[config.mk]
export PLATFORM = sky130hd
export DESIGN_NAME = byte_lane_seq
export DESIGN_NICKNAME = d
export VERILOG_FILES = /design/src/rtl/bls_pkg.sv /design/src/rtl/bls_lane_planner.sv /design/src/rtl/bls_read_merge.sv /design/src/rtl/byte_lane_seq.sv
export SDC_FILE = /design/constraint.sdc
export NUM_CORES = 1
export LEC_CHECK = 0
export BUFFER_PORTS_ARGS = -buffer_cell sky130_fd_sc_hd__buf_2
export CAP_MARGIN = 20
export CORE_MARGIN = 3
export CORE_UTILIZATION = 53
export DETAILED_ROUTE_END_ITERATION = 16
export MAX_ROUTING_LAYER = met4
export PLACE_DENSITY = 0.81
export SLEW_MARGIN = 25
export SYNTH_ARGS = -nofsm -noshare
export SYNTH_HDL_FRONTEND = slang
export SYNTH_SLANG_ARGS = --single-unit
[constraint.sdc]
create_clock -name clk -period 3.45 [get_ports clk]
set_input_delay 0.345 -clock clk [delete_from_list [all_inputs] [get_ports clk]]
set_output_delay 0.345 -clock clk [all_outputs]
set_load 0.01 [all_outputs]
[src/rtl/bls_pkg.sv]
package bls_pkg;
  typedef enum logic [1:0] {
    PH_IDLE   = 2'd0,
    PH_FIRST  = 2'd1,
    PH_SECOND = 2'd2
  } phase_e;

  typedef struct packed {
    logic bhe_n;
    logic a0;
    logic split;
  } lane_plan_t;
endpackage

[src/rtl/bls_lane_planner.sv]
module bls_lane_planner
  import bls_pkg::*;
#(
  parameter int AW = 20,
  parameter int DW = 16
) (
  input  logic [AW-1:0] addr,
  input  logic          word,
  input  logic [DW-1:0] wdata,
  input  logic          second,
  output logic [AW-1:0] cyc_addr,
  output lane_plan_t    plan,
  output logic [DW-1:0] dout
);
  localparam int BW = DW / 2;

  always_comb begin
    plan.split = word & addr[0];
    cyc_addr   = second ? addr + AW'(1) : addr;
    plan.a0    = cyc_addr[0];
    dout       = '0;
    if (second) begin
      plan.bhe_n  = 1'b1;
      dout[BW-1:0] = wdata[DW-1:BW];
    end else if (addr[0]) begin
      plan.bhe_n  = 1'b0;
      dout[DW-1:BW] = wdata[BW-1:0];
    end else if (word) begin
      plan.bhe_n  = 1'b0;
      dout        = wdata;
    end else begin
      plan.bhe_n  = 1'b1;
      dout[BW-1:0] = wdata[BW-1:0];
    end
  end
endmodule

[src/rtl/bls_read_merge.sv]
module bls_read_merge #(
  parameter int DW = 16
) (
  input  logic          clk,
  input  logic          rst,
  input  logic          cap_en,
  input  logic          second,
  input  logic          cyc_a0,
  input  logic          cyc_bhe_n,
  input  logic [DW-1:0] din,
  output logic [DW-1:0] result
);
  localparam int BW = DW / 2;

  always_ff @(posedge clk) begin
    if (rst) begin
      result <= '0;
    end else if (cap_en) begin
      if (second)
        result[DW-1:BW] <= din[BW-1:0];
      else if (cyc_a0)
        result <= {{BW{1'b0}}, din[DW-1:BW]};
      else if (!cyc_bhe_n)
        result <= din;
      else
        result <= {{BW{1'b0}}, din[BW-1:0]};
    end
  end

  AST_SECOND_KEEPS_LOW: assert property (@(posedge clk) disable iff (rst)
    (cap_en && second) |=> result[BW-1:0] == $past(result[BW-1:0]));
endmodule

[src/rtl/byte_lane_seq.sv]
module byte_lane_seq
  import bls_pkg::*;
#(
  parameter int AW = 20,
  parameter int DW = 16
) (
  input  logic          clk,
  input  logic          rst,
  input  logic          req_valid,
  output logic          req_ready,
  input  logic [AW-1:0] req_addr,
  input  logic          req_word,
  input  logic          req_write,
  input  logic [DW-1:0] req_wdata,
  output logic          done,
  output logic [DW-1:0] rdata,
  output logic [AW-1:0] bus_addr,
  output logic [AW-2:0] bank_addr,
  output logic          bus_bhe_n,
  output logic          bus_a0,
  output logic          sel_even,
  output logic          sel_odd,
  output logic          bus_rd,
  output logic          bus_wr,
  output logic [DW-1:0] bus_dout,
  input  logic [DW-1:0] bus_din
);
  phase_e        phase;
  logic [AW-1:0] held_addr;
  logic          held_word;
  logic          held_write;
  logic [DW-1:0] held_wdata;
  logic          held_split;

  logic [AW-1:0] src_addr;
  logic          src_word;
  logic [DW-1:0] src_wdata;
  logic          src_second;
  logic [AW-1:0] nxt_addr;
  lane_plan_t    nxt_plan;
  logic [DW-1:0] nxt_dout;

  always_comb begin
    src_second = (phase == PH_FIRST);
    if (phase == PH_IDLE) begin
      src_addr  = req_addr;
      src_word  = req_word;
      src_wdata = req_wdata;
    end else begin
      src_addr  = held_addr;
      src_word  = held_word;
      src_wdata = held_wdata;
    end
  end

  bls_lane_planner #(.AW(AW), .DW(DW)) u_plan (
    .addr     (src_addr),
    .word     (src_word),
    .wdata    (src_wdata),
    .second   (src_second),
    .cyc_addr (nxt_addr),
    .plan     (nxt_plan),
    .dout     (nxt_dout)
  );

  bls_read_merge #(.DW(DW)) u_merge (
    .clk       (clk),
    .rst       (rst),
    .cap_en    (bus_rd),
    .second    (phase == PH_SECOND),
    .cyc_a0    (bus_a0),
    .cyc_bhe_n (bus_bhe_n),
    .din       (bus_din),
    .result    (rdata)
  );

  assign bank_addr = bus_addr[AW-1:1];

  always_ff @(posedge clk) begin
    if (rst) begin
      phase      <= PH_IDLE;
      req_ready  <= 1'b1;
      done       <= 1'b0;
      bus_rd     <= 1'b0;
      bus_wr     <= 1'b0;
      sel_even   <= 1'b0;
      sel_odd    <= 1'b0;
      bus_addr   <= '0;
      bus_bhe_n  <= 1'b1;
      bus_a0     <= 1'b0;
      bus_dout   <= '0;
      held_addr  <= '0;
      held_word  <= 1'b0;
      held_write <= 1'b0;
      held_wdata <= '0;
      held_split <= 1'b0;
    end else begin
      done <= 1'b0;
      unique case (phase)
        PH_IDLE: begin
          if (req_valid) begin
            held_addr  <= req_addr;
            held_word  <= req_word;
            held_write <= req_write;
            held_wdata <= req_wdata;
            held_split <= nxt_plan.split;
            bus_addr   <= nxt_addr;
            bus_bhe_n  <= nxt_plan.bhe_n;
            bus_a0     <= nxt_plan.a0;
            sel_even   <= !nxt_plan.a0;
            sel_odd    <= !nxt_plan.bhe_n;
            bus_dout   <= nxt_dout;
            bus_rd     <= !req_write;
            bus_wr     <= req_write;
            req_ready  <= 1'b0;
            phase      <= PH_FIRST;
          end
        end
        PH_FIRST: begin
          if (held_split) begin
            bus_addr  <= nxt_addr;
            bus_bhe_n <= nxt_plan.bhe_n;
            bus_a0    <= nxt_plan.a0;
            sel_even  <= !nxt_plan.a0;
            sel_odd   <= !nxt_plan.bhe_n;
            bus_dout  <= nxt_dout;
            bus_rd    <= !held_write;
            bus_wr    <= held_write;
            phase     <= PH_SECOND;
          end else begin
            bus_rd    <= 1'b0;
            bus_wr    <= 1'b0;
            sel_even  <= 1'b0;
            sel_odd   <= 1'b0;
            done      <= 1'b1;
            req_ready <= 1'b1;
            phase     <= PH_IDLE;
          end
        end
        PH_SECOND: begin
          bus_rd    <= 1'b0;
          bus_wr    <= 1'b0;
          sel_even  <= 1'b0;
          sel_odd   <= 1'b0;
          done      <= 1'b1;
          req_ready <= 1'b1;
          phase     <= PH_IDLE;
        end
        default: phase <= PH_IDLE;
      endcase
    end
  end

  AST_STROBE_EXCL: assert property (@(posedge clk) disable iff (rst)
    !(bus_rd && bus_wr));
  AST_SEL_IN_CYCLE: assert property (@(posedge clk) disable iff (rst)
    (bus_rd || bus_wr) |-> (sel_even || sel_odd));
  AST_SEL_IDLE: assert property (@(posedge clk) disable iff (rst)
    !(bus_rd || bus_wr) |-> !(sel_even || sel_odd));
  AST_READY_DROPS: assert property (@(posedge clk) disable iff (rst)
    (req_valid && req_ready) |=> (!req_ready && (bus_rd || bus_wr)));
  AST_DONE_PULSE: assert property (@(posedge clk) disable iff (rst)
    done |=> !done);
  AST_SPLIT_NEXT_ADDR: assert property (@(posedge clk) disable iff (rst)
    $rose(phase == PH_SECOND) |-> bus_addr == $past(bus_addr) + AW'(1));
endmodule

; After elaboration in Yosys (flattened, before gate mapping)
; Cells that the tools add are included.
[word_totals]
out_inout_bits = 79
reg_bits = 101
[classes]
addsub = 1
bitwise = 2
eq_ne = 5
reduce_logical = 12
muxes = 47
[op_table]
columns = operator, count
row1 = 16-bit two-way mux, 5
row2 = 20-bit two-way mux, 4
row3 = 8-bit two-way mux, 6
row4 = 20-bit case mux with 2 select lines, 1
row5 = 16-bit case mux with 2 select lines, 1
row6 = 20-bit by 1-bit adder with 20-bit output (second input constant), 1
row7 = 1-bit two-way mux, 19
row8 = 1-bit case mux with 3 select lines, 5
row9 = 2-bit != test (second input constant), 3
row10 = 1-bit case mux with 2 select lines, 3
row11 = 2-bit AND reduction, 3
row12 = 3-bit AND reduction, 2
row13 = 1-bit logical NOT, 4
row14 = 2-bit two-way mux, 2
row15 = 2-bit case mux with 2 select lines, 1
row16 = 3-bit nonzero test, 1
row17 = 2-bit by 1-bit == test with 1-bit output (second input constant), 1
row18 = 2-bit == test (second input constant), 1
row19 = 2-bit logical NOT, 1
row20 = 2-bit nonzero test, 1
row21 = 1-bit bitwise AND, 1
row22 = 1-bit inverter, 1

; Longest topological paths before layout
[depth]
ltp_word = 8
depth_mapped = 14

; Modules after synthesis
; Synthesis repeated with hierarchy kept, for this count alone.
[unflattened]
cells_unflattened = 633
hier_area_um2 = 5499.0
[modules_own_cells]
columns = mod, cells_each, area_each_um2, seq_area_each_um2, instances
row1 = byte_lane_seq, 447, 4067.7, 1701.6, 1
row2 = bls_read_merge, 75, 737.0, 320.3, 1
row3 = bls_lane_planner, 111, 694.4, 0.0, 1

; Worst setup path after synthesis
; No wires, ideal clock.
[synth_timing]
path_type = register -> register
startpoint = register phase[0]
endpoint = register bus_addr[16]
n_path_buf = 4
stages_incl_launch_ff = 15
path_slack_ns = 0.713
arrival_time_ns = 2.620
path_cell_list = dfxtp_1 -> inv_1 -> ha_1 -> buf_6 -> buf_8 -> buf_2 -> mux2i_1 -> inv_1 -> buf_2 -> ha_1 -> nand2_1 -> a21oi_1 -> and4_1 -> a31o_2 -> a32o_1
[synth_via]
elab_chain_cells = 6
[synth_lines]
columns = item, line
row1 = start: declaration, byte_lane_seq.sv:28  ; phase_e phase;
row2 = start signal: assignment, byte_lane_seq.sv:81  ; phase <= PH_IDLE;
row3 = start signal: assignment, byte_lane_seq.sv:116  ; phase <= PH_FIRST;
row4 = start signal: assignment, byte_lane_seq.sv:129  ; phase <= PH_SECOND;
row5 = 2-bit logical NOT, "byte_lane_seq.sv:45, byte_lane_seq.sv:99"
row6 = 20-bit two-way mux, byte_lane_seq.sv:45  ; if (phase == PH_IDLE) begin
row7 = 20-bit by 1-bit adder with 20-bit output, bls_lane_planner.sv:19  ; cyc_addr = second ? addr + AW'(1) : addr;
row8 = 20-bit two-way mux, bls_lane_planner.sv:19
row9 = "20-bit two-way mux, on equally long branches", "byte_lane_seq.sv:120, byte_lane_seq.sv:101"
row10 = 20-bit case mux with 2 select lines, byte_lane_seq.sv:99  ; unique case (phase)
row11 = end signal: assignment, byte_lane_seq.sv:107  ; bus_addr <= nxt_addr;
row12 = end signal: assignment, byte_lane_seq.sv:121  ; bus_addr <= nxt_addr;
row13 = end: declaration, byte_lane_seq.sv:17  ; output logic [AW-1:0] bus_addr,
; Several ways; a longest one is shown, not always the timed one. The select of a mux whose other input is x is not followed.
; A chain may end at the register's enable or synchronous reset.

; Worst setup path in the final report
; Ends and elaborated chain as after synthesis.

==> results.sh <==
export IMPL_synthArstFlopShare_pct=0
export IMPL_synthTopCellsByArea="dfxtp_1 40%, mux2i_1 7.9%, nand2_1 7.9%, a21oi_1 5.5%, nor2_1 3.6%"
export IMPL_clk_latency_ns=0.37
export IMPL_dr_max_layer_used="met4"
export IMPL_p_int_mw=1.84
export IMPL_crit_top_cell="inv_1"
export IMPL_cts_sinks=100
export IMPL_wl_met2_mm=6.21
export IMPL_drt_initial_drc_count=333
export IMPL_antenna_found_initial=0
export IMPL_clockBufferDepth=2
export IMPL_status="complete, no violations"
export IMPL_synth_edf_count=0
export IMPL_core_mm2=0.00889
export IMPL_via_count=4582
export IMPL_gp_congestion=0.897
export IMPL_root_buffer="clkbuf_8"
export IMPL_syn_area_per_cell_um2=8.37
export IMPL_path_max_fanout=11
export IMPL_wl_per_cell_um=15.8
export IMPL_syn_nets=653
export IMPL_place_ws_ns=0.696
export IMPL_numCtsBuffers=9
export IMPL_worstSetupEndpointType="register"
export IMPL_grt_max_degree=69
export IMPL_syn_inst=591
export IMPL_syn_area_mm2=0.00495
export IMPL_clkPwrFrac_pct=29.4
export IMPL_cts_clk_slew_worst_paths_ns=0.10
export IMPL_crit_chain="inv_1, ha_2, mux2i_1, inv_1, ha_1, nand2_1, a21oi_1, and4_1, nand4_1, a32o_1"
export IMPL_final_common_cell="buf_2"
export IMPL_wl_met3_um=726
export IMPL_portBuffers=135
export IMPL_fp_row_count=34
export IMPL_final_hold_viol_count=0
export IMPL_worst_slack_ns=0.660
export IMPL_design_die_area_mm2=0.0105
export IMPL_setup_viol=0
export IMPL_p_sw_mw=0.818
export IMPL_synth_largest_area_cell="dfxtp_1"
export IMPL_place_hpwl_mm=9.21
export IMPL_wl_mm=12.6
export IMPL_first_pass_iters=5
export IMPL_slew_violations=0
export IMPL_grt_pass1_vias=4171
export IMPL_power_frac_comb_pct=21.7
export IMPL_cp_slowest_cell="ha_2"
export IMPL_p_per_area_mw_per_mm2=467
export IMPL_peakVddDrop_uv=248
export IMPL_cp_arrival_ns=3.05
export IMPL_holdBufCountCts=0
export IMPL_yosys_warnings=0
export IMPL_fin_setup_tns_ns=0
export IMPL_cts_setup_buffers=0
export IMPL_p_sw_share_pct=30.8
export IMPL_leakage_nw=2.56
export IMPL_layout_nets=746
export IMPL_htreeDepth=3
export IMPL_die_h_um=103
export IMPL_drcViolationCount=0
export IMPL_viasPerCell=5.74
export IMPL_fin_skew_ns=0.00705
export IMPL_synth_seq_cells=100
export IMPL_start_kind="register"
export IMPL_ios=136
export IMPL_synth_flop_cell="dfxtp_1"
export IMPL_grt_ovfl_total=0
export IMPL_yosysUniqueCellTypes=59
export IMPL_synth_top_area_share_pct=40.5
export IMPL_final_cell_mix="135 x buf_2, 104 x nand2_1, 100 x dfxtp_1"
export IMPL_drtAntennaViolNets=0
export IMPL_crit_type="reg -> reg"
export IMPL_fmax_mhz=358
export IMPL_cts_resized=0
export IMPL_worst_pin_slew_ns=0.975
export IMPL_fillers=759
export IMPL_finalWorstPathRequiredPeriod_ns=2.79
export IMPL_area_growth_pct=14.9
export IMPL_max_stage_delay_ns=0.37
export IMPL_maxCapViolCount=0
export IMPL_timing_final_crit_share_pct=80.9
export IMPL_initial_core_util_pct=55.6
export IMPL_cts_tree="yes"
export IMPL_grt_pass1_wl_mm=20.0
export IMPL_postLayoutCoreUtil_pct=63.9
export IMPL_layout_drive_gt1_share_pct=26.0
export IMPL_met1_length_mm=5.45
export IMPL_power_frac_seq_pct=48.9
export IMPL_min_path_type="in -> reg"
export IMPL_ys_seq_area_share_pct=40.5
export IMPL_rsz0062_at_grt="no"
export IMPL_p_total_mw=2.65
export IMPL_die_width_um=103
export IMPL_slew_headroom_pct=34.7
export IMPL_grt_usage_pct=24.6
export IMPL_worstPathRequired_ns=3.72
-- final cells by class --
| class | instances | area, um2 | area share, % |
|---|---|---|---|
| flip-flops and latches | 100 | 2000 | 35.2 |
| diodes | 1 | 2.50 | 0.0440 |
| repair buffers | 142 | 741 | 13.0 |
| inverters | 7 | 26.3 | 0.462 |
| multi-input cells | 424 | 2570 | 45.2 |
| clock inverters | 6 | 71.3 | 1.25 |
| clock buffers | 10 | 138 | 2.42 |
| well taps | 108 | 135 | 2.38 |
-- per-stage QoR --
stage	hold WS, ns	instances	cell area (um2)
floorplan	0.434	591	4950
global placement	0.441	781	5470
global route	0.203	797	5680
detailed placement	0.450	781	5470
CTS	0.207	797	5680
finish	0.216	798	5680
-- cells in the mapped netlist (10+ instances only) --
| cell | number |
|---|---|
| nand2_1 | 104 |
| dfxtp_1 | 100 |
| a21oi_1 | 54 |
| nor2_1 | 47 |
| mux2i_1 | 39 |
| clkbuf_1 | 25 |
| nor3_1 | 25 |
| buf_4 | 21 |
| a211oi_1 | 11 |
| o21ai_0 | 11 |
| nand3_1 | 10 |
| nor2b_1 | 10 |
-- state kept, by name (all words and copies together), names as in the netlist, 2 cells and up --
signal	count
held_wdata	16
phase	2
u_merge.result	16
bus_dout	16
bus_addr	20
held_addr	20
-- worst max-delay path, delay by kind of cell (launching register included) --
kind	cells	cell delay, ns
adders and majority gates	2	0.61
AOI/OAI and AO/OA	2	0.59
buffers and inverters	2	0.42
and+or+nand+nor	3	0.58
muxes	1	0.14
DFF	1	0.35
-- path summary, 6_finish.rpt --
check	startpoint	endpoint	slack, ns	cells past startpoint
setup / recovery	phase[0]	bus_addr[16]	0.66	10
hold / removal	req_wdata[0]	held_wdata[0]	0.22	3
setup reg to reg	phase[0]	bus_addr[16]	0.66	10
hold reg to reg	held_wdata[14]	held_wdata[14]	0.46	2
-- cells by family (layout without fill, tap and decap cells) --
kind of cell	Yosys count	count (layout)	share of synthesized area (%)
flops	100	100	40.5
mux	46	46	9.49
compound gates	126	126	17.0
fa+ha+maj	5	5	1.26
xor+xnor	10	10	1.77
other cells	0	1	0
buf+inv	67	165	7.79
simple gates	237	237	22.2
-- power groups by stage --
| stage | registers (mW) | clock network [mW] | logic (mW) |
|---|---|---|---|
| 6_report | 1.30 | 0.780 | 0.575 |
| 5_1_grt | 1.31 | 0.849 | 0.637 |
| 4_1_cts | 1.30 | 0.796 | 0.574 |
| 3_5_place_dp | 1.33 | 0 | 0.572 |
| 3_3_place_gp | 1.32 | 0 | 0.558 |
| 2_1_floorplan | 1.34 | 0 | 0.385 |
-- metal layers --
layer	GRT usage (%)	vias to the layer above
li1	-	2254
met5	-	-
met1	31.7	2147
met4	7.77	0
met3	4.33	21
met2	39.2	160
No activity file was read; power rests on OpenSTA's default activity.
